<file path="config.mk">
export PLATFORM = sky130hd
export DESIGN_NAME = nor_flash_seq
export DESIGN_NICKNAME = d
export VERILOG_FILES = /design/src/rtl/nor_seq_pkg.sv /design/src/rtl/nor_seq_cmd_gen.sv /design/src/rtl/nor_seq_judge.sv /design/src/rtl/nor_seq_bus.sv /design/src/rtl/nor_flash_seq.sv
export SDC_FILE = /design/constraint.sdc
export NUM_CORES = 1
export LEC_CHECK = 0
export ABC_AREA = 0
export BUFFER_PORTS_ARGS = -buffer_cell sky130_fd_sc_hd__buf_2
export CORE_AREA = 2 2 158 113
export DETAILED_ROUTE_END_ITERATION = 12
export DIE_AREA = 0 0 160 115
export PLACE_DENSITY = 0.6
export SYNTH_ARGS = -nofsm -noshare
export SYNTH_HDL_FRONTEND = slang
export SYNTH_HIERARCHICAL = 1
export SYNTH_SLANG_ARGS = --single-unit
</file>
<file path="constraint.sdc">
create_clock -name clk_i -period 6.1 [get_ports clk_i]
set_input_delay 1.22 -clock clk_i [delete_from_list [all_inputs] [get_ports clk_i]]
set_output_delay 1.22 -clock clk_i [all_outputs]
set_load 0.01 [all_outputs]
</file>
<file path="src/rtl/nor_seq_pkg.sv">
package nor_seq_pkg;
  typedef enum logic [1:0] {
    OP_RST  = 2'd0,
    OP_PROG = 2'd1,
    OP_SECT = 2'd2,
    OP_CHIP = 2'd3
  } op_e;

  typedef enum logic [1:0] {
    V_PASS,
    V_POLL,
    V_RECHK,
    V_FAIL
  } verdict_e;

  localparam logic [15:0] D_RDMODE = 16'h00F0;
  localparam logic [15:0] D_UNL_A  = 16'h00AA;
  localparam logic [15:0] D_UNL_B  = 16'h0055;
  localparam logic [15:0] D_PGM    = 16'h00A0;
  localparam logic [15:0] D_ERS    = 16'h0080;
  localparam logic [15:0] D_CHIP   = 16'h0010;
  localparam logic [15:0] D_SECT   = 16'h0030;
  localparam logic [15:0] D_ERASED = 16'hFFFF;

  localparam int unsigned OFS_A = 32'h555;
  localparam int unsigned OFS_B = 32'h2AA;

  // index of final command write, step 0 is the read-mode reset
  function automatic logic [2:0] last_step(op_e op);
    case (op)
      OP_RST:  return 3'd0;
      OP_PROG: return 3'd4;
      default: return 3'd6;
    endcase
  endfunction
endpackage

</file>
<file path="src/rtl/nor_seq_cmd_gen.sv">
module nor_seq_cmd_gen
  import nor_seq_pkg::*;
#(
  parameter int unsigned AW   = 20,
  parameter int unsigned BASE = 32'h0004_0000
) (
  input  op_e           op_i,
  input  logic [2:0]    step_i,
  input  logic [AW-1:0] tgt_addr_i,
  input  logic [15:0]   tgt_data_i,
  output logic [AW-1:0] addr_o,
  output logic [15:0]   data_o,
  output logic          last_o
);
  localparam logic [AW-1:0] A_BASE = AW'(BASE);
  localparam logic [AW-1:0] A_UA   = AW'(BASE + OFS_A);
  localparam logic [AW-1:0] A_UB   = AW'(BASE + OFS_B);

  logic is_prog;
  assign is_prog = (op_i == OP_PROG);

  always_comb begin
    addr_o = A_BASE;
    data_o = D_RDMODE;
    case (step_i)
      3'd1: begin addr_o = A_UA; data_o = D_UNL_A; end
      3'd2: begin addr_o = A_UB; data_o = D_UNL_B; end
      3'd3: begin addr_o = A_UA; data_o = is_prog ? D_PGM : D_ERS; end
      3'd4: begin
        addr_o = is_prog ? tgt_addr_i : A_UA;
        data_o = is_prog ? tgt_data_i : D_UNL_A;
      end
      3'd5: begin addr_o = A_UB; data_o = D_UNL_B; end
      3'd6: begin
        addr_o = (op_i == OP_CHIP) ? A_UA : tgt_addr_i;
        data_o = (op_i == OP_CHIP) ? D_CHIP : D_SECT;
      end
      default: ;
    endcase
  end

  assign last_o = (step_i == last_step(op_i));
endmodule

</file>
<file path="src/rtl/nor_seq_judge.sv">
module nor_seq_judge
  import nor_seq_pkg::*;
(
  input  logic [15:0] rd_i,
  input  logic [15:0] exp_i,
  input  logic        rechk_i,
  output verdict_e    verdict_o
);
  always_comb begin
    if (rd_i[7] == exp_i[7])
      verdict_o = (rd_i == exp_i) ? V_PASS : V_FAIL;
    else if (rechk_i)
      verdict_o = V_FAIL;
    else if (rd_i[5])
      verdict_o = V_RECHK;
    else
      verdict_o = V_POLL;
  end
endmodule

</file>
<file path="src/rtl/nor_seq_bus.sv">
module nor_seq_bus #(
  parameter int unsigned AW      = 20,
  parameter int unsigned DW      = 16,
  parameter int unsigned WE_CYC  = 2,
  parameter int unsigned REC_CYC = 13,
  parameter int unsigned RD_CYC  = 2
) (
  input  logic          clk_i,
  input  logic          rst_ni,
  input  logic          wr_req_i,
  input  logic          rd_req_i,
  input  logic [AW-1:0] addr_i,
  input  logic [DW-1:0] data_i,
  output logic          ack_o,
  output logic [DW-1:0] rd_data_o,
  output logic [AW-1:0] bus_addr_o,
  output logic [DW-1:0] bus_dq_o,
  output logic          bus_dq_oe_o,
  input  logic [DW-1:0] bus_dq_i,
  output logic          ce_no,
  output logic          we_no,
  output logic          oe_no
);
  localparam int unsigned M1   = (WE_CYC > REC_CYC) ? WE_CYC : REC_CYC;
  localparam int unsigned MAXC = (M1 > RD_CYC) ? M1 : RD_CYC;
  localparam int unsigned CW   = $clog2(MAXC + 1);

  typedef enum logic [2:0] {B_IDLE, B_WE, B_GAP, B_OE, B_REST} bst_e;

  bst_e          st_q;
  logic [CW-1:0] cnt_q;
  logic [AW-1:0] addr_q;
  logic [DW-1:0] data_q, rd_q;

  logic we_end, gap_end, oe_end;
  assign we_end  = (cnt_q == CW'(WE_CYC - 1));
  assign gap_end = (cnt_q == CW'(REC_CYC - 1));
  assign oe_end  = (cnt_q == CW'(RD_CYC - 1));

  always_ff @(posedge clk_i or negedge rst_ni) begin
    if (!rst_ni) begin
      st_q   <= B_IDLE;
      cnt_q  <= '0;
      addr_q <= '0;
      data_q <= '0;
      rd_q   <= '0;
    end else begin
      case (st_q)
        B_IDLE: begin
          cnt_q <= '0;
          if (wr_req_i) begin
            addr_q <= addr_i;
            data_q <= data_i;
            st_q   <= B_WE;
          end else if (rd_req_i) begin
            addr_q <= addr_i;
            st_q   <= B_OE;
          end
        end
        B_WE: begin
          if (we_end) begin
            cnt_q <= '0;
            st_q  <= B_GAP;
          end else cnt_q <= cnt_q + 1'b1;
        end
        B_GAP: begin
          if (gap_end) st_q <= B_IDLE;
          else cnt_q <= cnt_q + 1'b1;
        end
        B_OE: begin
          if (oe_end) begin
            rd_q <= bus_dq_i;
            st_q <= B_REST;
          end else cnt_q <= cnt_q + 1'b1;
        end
        default: st_q <= B_IDLE;
      endcase
    end
  end

  assign ack_o       = (st_q == B_GAP && gap_end) || (st_q == B_REST);
  assign rd_data_o   = rd_q;
  assign bus_addr_o  = addr_q;
  assign bus_dq_o    = data_q;
  assign bus_dq_oe_o = (st_q == B_WE) || (st_q == B_GAP);
  assign we_no       = (st_q != B_WE);
  assign oe_no       = (st_q != B_OE);
  assign ce_no       = (st_q == B_IDLE);
endmodule

</file>
<file path="src/rtl/nor_flash_seq.sv">
module nor_flash_seq
  import nor_seq_pkg::*;
#(
  parameter int unsigned AW      = 20,
  parameter int unsigned BASE    = 32'h0004_0000,
  parameter int unsigned WE_CYC  = 2,
  parameter int unsigned REC_CYC = 13,
  parameter int unsigned RD_CYC  = 2,
  parameter bit          USE_RDY = 1'b1
) (
  input  logic          clk_i,
  input  logic          rst_ni,
  input  logic          start_i,
  input  logic [1:0]    op_i,
  input  logic [AW-1:0] addr_i,
  input  logic [15:0]   wdata_i,
  output logic          busy_o,
  output logic          done_o,
  output logic          fail_o,
  output logic [AW-1:0] flash_addr_o,
  output logic [15:0]   flash_dq_o,
  output logic          flash_dq_oe_o,
  input  logic [15:0]   flash_dq_i,
  output logic          flash_ce_no,
  output logic          flash_we_no,
  output logic          flash_oe_no,
  input  logic          flash_rdy_i
);
  localparam logic [AW-1:0] A_BASE = AW'(BASE);

  typedef enum logic [2:0] {S_IDLE, S_CMD, S_WAIT, S_READ, S_ERR, S_FIN} st_e;

  st_e           st_q;
  op_e           op_q;
  logic [AW-1:0] addr_q;
  logic [15:0]   data_q;
  logic [2:0]    step_q;
  logic          rechk_q, fail_q;

  logic [AW-1:0] gen_addr, req_addr;
  logic [15:0]   gen_data, req_data, rd_data, exp_word;
  logic          gen_last, ack, wr_req, rd_req;
  verdict_e      verdict;

  nor_seq_cmd_gen #(.AW(AW), .BASE(BASE)) u_cmd (
    .op_i(op_q), .step_i(step_q), .tgt_addr_i(addr_q), .tgt_data_i(data_q),
    .addr_o(gen_addr), .data_o(gen_data), .last_o(gen_last)
  );

  // program expects the written word, erases expect all ones
  assign exp_word = (op_q == OP_PROG) ? data_q : D_ERASED;

  nor_seq_judge u_judge (
    .rd_i(rd_data), .exp_i(exp_word), .rechk_i(rechk_q), .verdict_o(verdict)
  );

  assign wr_req = (st_q == S_CMD) || (st_q == S_ERR);
  assign rd_req = (st_q == S_READ);

  always_comb begin
    req_addr = gen_addr;
    req_data = gen_data;
    if (st_q == S_ERR) begin
      req_addr = A_BASE;
      req_data = D_RDMODE;
    end else if (st_q == S_READ) begin
      req_addr = (op_q == OP_CHIP) ? A_BASE : addr_q;
    end
  end

  nor_seq_bus #(
    .AW(AW), .DW(16), .WE_CYC(WE_CYC), .REC_CYC(REC_CYC), .RD_CYC(RD_CYC)
  ) u_bus (
    .clk_i(clk_i), .rst_ni(rst_ni),
    .wr_req_i(wr_req), .rd_req_i(rd_req),
    .addr_i(req_addr), .data_i(req_data),
    .ack_o(ack), .rd_data_o(rd_data),
    .bus_addr_o(flash_addr_o), .bus_dq_o(flash_dq_o), .bus_dq_oe_o(flash_dq_oe_o),
    .bus_dq_i(flash_dq_i),
    .ce_no(flash_ce_no), .we_no(flash_we_no), .oe_no(flash_oe_no)
  );

  always_ff @(posedge clk_i or negedge rst_ni) begin
    if (!rst_ni) begin
      st_q    <= S_IDLE;
      op_q    <= OP_RST;
      addr_q  <= '0;
      data_q  <= '0;
      step_q  <= '0;
      rechk_q <= 1'b0;
      fail_q  <= 1'b0;
    end else begin
      case (st_q)
        S_IDLE: if (start_i) begin
          op_q    <= op_e'(op_i);
          addr_q  <= addr_i;
          data_q  <= wdata_i;
          step_q  <= '0;
          rechk_q <= 1'b0;
          fail_q  <= 1'b0;
          st_q    <= S_CMD;
        end
        S_CMD: if (ack) begin
          if (!gen_last) step_q <= step_q + 3'd1;
          else if (op_q == OP_RST) st_q <= S_FIN;
          else st_q <= S_WAIT;
        end
        S_WAIT: if (!USE_RDY || flash_rdy_i) st_q <= S_READ;
        S_READ: if (ack) begin
          case (verdict)
            V_PASS:  st_q <= S_FIN;
            V_RECHK: rechk_q <= 1'b1;
            V_POLL:  st_q <= S_WAIT;
            default: begin
              fail_q <= 1'b1;
              st_q   <= S_ERR;
            end
          endcase
        end
        S_ERR: if (ack) st_q <= S_FIN;
        default: st_q <= S_IDLE;
      endcase
    end
  end

  assign busy_o = (st_q != S_IDLE);
  assign done_o = (st_q == S_FIN);
  assign fail_o = done_o && fail_q;
endmodule


</file>
# [Word level (Yosys, flattened, before mapping)]
# Cells that the tools add are included.
[op_classes] mul=0 bitwise_logic=0 addsub=2 shifts=0 n_reduce_logical=27 n_mux=49 n_lt_le_gt_ge=0 eq_ne=42 div=0
[ops] cell="20-bit two-way mux" n=7
[ops] cell="16-bit one-hot mux with 5 select lines" n=1
[ops] cell="20-bit one-hot mux with 4 select lines" n=1
[ops] cell="16-bit two-way mux" n=3
[ops] cell="3-bit two-way mux" n=15
[ops] cell="2-bit inequality test, second input constant" n=11
[ops] cell="3-bit by 2-bit == test with 1-bit output, second input constant" n=6
[ops] cell="3-bit == test, second input constant" n=6
[ops] cell="16-bit == test" n=1
[ops] cell="4-bit one-hot mux with 4 select lines" n=1
[ops] cell="4-bit AND reduction" n=4
[ops] cell="3-bit one-hot mux with 5 select lines" n=1
[ops] cell="4-bit two-way mux" n=3
[ops] cell="6-bit two-way mux" n=2
[ops] cell="3-bit one-hot mux with 2 select lines" n=2
[ops] cell="3-bit one-hot mux with 4 select lines" n=1
[ops] cell="3-bit by 1-bit == test with 1-bit output, second input constant" n=3
[ops] cell="3-bit one-hot mux with 3 select lines" n=1
[ops] cell="2-bit two-way mux" n=4
[ops] cell="2-bit by 1-bit inequality test with 1-bit output, second input constant" n=4
[ops] cell="2-bit AND reduction" n=4
[ops] cell="7-bit AND reduction" n=1
[ops] cell="3-bit logical NOT" n=2
[ops] cell="3-bit by 1-bit inequality test with 1-bit output, second input constant" n=2
[ops] cell="other kinds (20)" n=34
[totals] latch_bits=0 output_inout_bits=43 ff_bits=105 word_cells=132 n_memories=0 mem_bits_rw=0 mem_bits_ro=0

# [Longest topological paths before layout]
[depth] depth_word=10 depth_mapped=11

# [Cells and area by module]
# Netlist, hierarchy kept.
[modules_own_cells] mod="nor_seq_bus" seq_area_each_um2=1476.4 n_inst=1 area_each_um2=2527.4 cells_per_inst=173
[modules_own_cells] mod="nor_flash_seq" seq_area_each_um2=1151.1 n_inst=1 area_each_um2=2516.2 cells_per_inst=251
[modules_own_cells] mod="nor_seq_cmd_gen" seq_area_each_um2=0.0 n_inst=1 area_each_um2=576.8 cells_per_inst=95
[modules_own_cells] mod="nor_seq_judge" seq_area_each_um2=0.0 n_inst=1 area_each_um2=202.7 cells_per_inst=25

# [Least setup slack after synthesis]
# Ideal clock, no wire load.
[synth_path] path_kind="reg2reg" startpoint="register op_q[0]" endpoint="register st_q[2] (netlist name)" setup_slack_ns=3.554 setup_ns=0.067 period_less_slack_ns=2.546 path_stages_with_launch=11 t_arrival_ns=2.479 path_cell_list="dfrtp_1 > nor2b_1 > clkbuf_1 > nand2b_1 > xnor2_2 > nand4_1 > nor4_2 > nor2_1 > nor2b_1 > a221oi_1 > a41o_1"
[synth_rtl] item="from (decl)" line="nor_flash_seq.sv:34" rtl="op_e op_q;"
[synth_rtl] item="from (signal assigned)" line="nor_flash_seq.sv:95" rtl="op_q <= op_e'(op_i);"

==> key figures <==
Route
  – DR top layer: met4
  – DR vias/cell: 5.02
  – Routed met3 length: 1.07 mm
  – Final ANT Viol Nets: 0
  – Routed len/inst: 17.0 um
  – Met2 routed wirelength: between 6 and 7 mm
  – Metal1 wirelength: ~7 mm
  – Via count: roughly 4300
  – Pre-Repair DR Iteration Count: 4
  – Total Wirelength: between 10 and 15 mm
  – Detailed Route Iter0 Violations: about 240
  – DRC Markers: 0

STA
  – Final TNS setup: 0 ps
  – Final Max Slew Viols: 0
  – Hold_ws: about 500 ps
  – Final hold vios: 0
  – RSZ-0062 raised after global routing: no
  – Final Critical Period: around 3700 ps
  – Fmax: roughly 270 MHz
  – Clk_skew: about 8.0 ps
  – Slew @ Worst Pin: about 1100 ps
  – Slew margin rel.: ~29%
  – Fin crit share: between 60% and 70%
  – Finish-stage setup viols: 0

Place
  – DP Wirelength: between 10 and 15 mm
  – Port-buffer cells: 100
  – RD Place Congestion: approximately 0.83
  – DP Area: about 6400 um^2

Logic synthesis
  – EDFF count, synth: 0
  – FFs w/ async S/R, synth: between 90% and 100%
  – Post-synthesis sequential area ratio: between 40% and 50%
  – Yosys cell types: 64
  – Mapped Avg Cell Area: 10.7 um^2
  – Synth warnings: 6
  – Synth Register Bits: 105
  – Post-synth top flop: dfrtp_1
  – Synth Instances: approximately 540
  – Synthesized area: 5820 um^2
  – Syn Nets: around 610

Run status
  – Status: finished, final reports clean

Global routing
  – First-pass GRT wire length: about 24 mm
  – Largest net degree at the start of global routing: 70
  – Initial antenna violation count: 0
  – Vias in the first global route: about 4400
  – Global route overflow: 0
  – GRT Overall Usage: between 10% and 20%

Setup path
  – Req. time, crit path: around 6300 ps
  – Critical Path Start Type: register
  – Critical path fanouts, max: 25
  – Critical path type: reg -> reg
  – Worst Path Arrival: a little under 4000 ps
  – Reg2reg setup slack: 2420 ps
  – Cells on worst reg2reg path: 5
  – Worst setup path startpoint: st_q[0]
  – Worst reg2reg startpoint: st_q[0]
  – Kind of end point of the critical path: register
  – Reg2reg end: u_bus/bus_addr_o[1]

Clock network
  – Sink Count: 105
  – H-Tree Level Count: 3
  – Resized cells post-CTS: 0
  – CTS buffer count: 9
  – Post-CTS Hold Buffers: 0
  – Clock Latency Late Sink: about 350 ps
  – Post-CTS setup buffer count: 0
  – Root Buffer: clkbuf_16
  – CTS max path bufs: 2
  – Worst-path clk slew: ~70 ps
  – TritonCTS clock tree: yes

Power
  – Switching Share: about two fifths
  – Net Sw Power: around 1.2 mW
  – Register share of total power: 40.8%
  – Worst vdd ir: approximately 0.00015 V
  – Clock power share: between 10% and 20%
  – PwrDens: roughly 480 nW/um^2
  – Pint: approximately 2.0 mW
  – Comb power frac: a little over two fifths
  – Pwr Total: about 3.2 mW
  – Static Leak: 3.13 nW

Finish
  – Area grow syn2layout: 15.2%
  – Design area: between 6000 and 7000 um^2
  – Ant. Diodes: 0
  – Nets: 686
  – Layout cells sized above 1: between 30% and 40%
  – Post-layout util: 39.7%

Flow run
  – MaxCap Viol Count: 0

Floorplan
  – Chip Width: between 150 and 200 um
  – Num rows: 40
  – Initial core utilization: between 30% and 40%
  – I/O Pins: roughly 100
  – Vert. Die Dim: roughly 120 um
  – CORE AREA: roughly 17000 um^2
  – Die outline area: 18400 um^2

Worst hold path
  – WHS Endpoint: u_bus/bus_dq_o[5]
  – Hold Crit Class: reg -> reg
  – Startpoint of the worst hold path: u_bus/bus_dq_o[5]
  – Hold depth: 1
-- logic make-up after synthesis --
| family | count (synthesis) | synth area share [%] |
|---|---|---|
| flip-flops | 105 | 45.1 |
| XOR/XNOR | 19 | 2.99 |
| buffers and inverters | 48 | 4.36 |
| adder cells (fa/ha/maj) | 4 | 0.860 |
| AO/OA/AOI/OAI | 82 | 8.70 |
| AND/OR/NAND/NOR | 194 | 19.6 |
| multiplexers | 92 | 18.4 |
-- worst max-delay path by stage --
| stage | endpoint | slack (ps) | cells past startpoint |
|---|---|---|---|
| after floorplan | st_q[2] | 3550 | 10 |
| after global placement | u_bus/bus_addr_o[4] | 2520 | 5 |
| after detailed placement | u_bus/bus_addr_o[4] | 2480 | 5 |
| after CTS | u_bus/bus_addr_o[1] | 2470 | 5 |
| after global routing | u_bus/bus_addr_o[6] | 2260 | 5 |
| final | u_bus/bus_addr_o[1] | 2420 | 5 |
-- cell type report --
class	count	area, um^2
inverter	14	52.6
timing repair buffer	103	526
sequential	105	2630
clock buffer	11	243
clock inverter	4	20.0
multi-input combinational	391	2950
tap	231	289
fill	1706	10200
-- worst max-delay path: stages (launching register included) --
cell and delay, ps:
dfrtp_1 590, and2b_2 260, nand2_1 480, inv_1 860
o21a_1 910, mux2_2 420
-- through the flow --
step | setup WS, ps | cells
3_3_place_gp | 2520 | 844
5_1_grt | 2260 | 859
4_1_cts | 2470 | 859
3_5_place_dp | 2480 | 844
2_1_floorplan | 3550 | 544
6_report | 2420 | 859
-- power by group through the flow --
stage               Sequential (mW)  Combinational [mW]  Clock, mW
floorplan                      1.18                1.10          0
global placement               1.30                1.31          0
detailed placement             1.31                1.35          0
CTS                            1.30                1.36      0.551
global route                   1.35                1.50      0.586
finish                         1.30                1.35      0.534
-- sequential cells by signal (all words and copies together), names as in the netlist --
| signal | count |
|---|---|
| fail_q | 1 |
| step_q | 3 |
| u_bus/st_q | 3 |
| u_bus/cnt_q | 4 |
| u_bus/rd_data_o | 16 |
| data_q | 16 |
| rechk_q | 1 |
| u_bus/bus_dq_o | 16 |
| st_q | 3 |
| op_q | 2 |
| addr_q | 20 |
| u_bus/bus_addr_o | 20 |
-- layer usage --
layer,global-route usage (%),vias to the layer above
met5,0,-
met1,22.4,2133
met4,4.14,0
met2,25.3,105
met3,6.60,12
li1,-,2058
-- synthesized netlist by cell type, drive strengths merged (3+ instances only) --
cell type | number | area share, %
a21o | 4 | 0.54
nand3 | 26 | 2.2
ha | 4 | 0.86
and2b | 3 | 0.43
nor2 | 17 | 1.2
nand4 | 5 | 0.54
and3 | 3 | 0.34
a221oi | 3 | 0.45
dfrtp | 105 | 45
a211oi | 4 | 0.52
nand2 | 31 | 2.1
o21bai | 4 | 0.52
and2 | 20 | 2.1
buf | 22 | 2.7
mux2 | 92 | 18
or3 | 6 | 0.67
nor2b | 19 | 2.0
inv | 14 | 0.90
o21ai | 9 | 0.77
nand2b | 28 | 3.1
a211o | 3 | 0.45
or2 | 4 | 0.43
nor3 | 14 | 1.5
xnor2 | 18 | 2.8
clkbuf | 12 | 0.79
a21oi | 38 | 3.3
nor3b | 8 | 1.1
o22ai | 5 | 0.54
-- placed cells by master (no fill, tap or decap), types with 3 or more instances in the layout --
cell type,instances
or3_1,5
and2_1,19
a211oi_1,4
mux2_1,3
a21o_1,3
mux2_4,9
o21bai_1,4
clkinv_2,4
dfrtp_1,105
nor3_1,12
nand3_1,26
o22ai_1,5
nor3b_1,7
clkbuf_16,9
inv_1,14
or2_2,4
a21oi_1,38
ha_1,4
buf_4,4
nor2b_1,19
nand2_1,30
nand2b_1,27
buf_2,99
a211o_1,3
nand4_1,5
a221oi_1,3
o21ai_0,9
nor2_1,15
mux2_2,80
xnor2_1,17
Power figures use the tool's default switching activity.
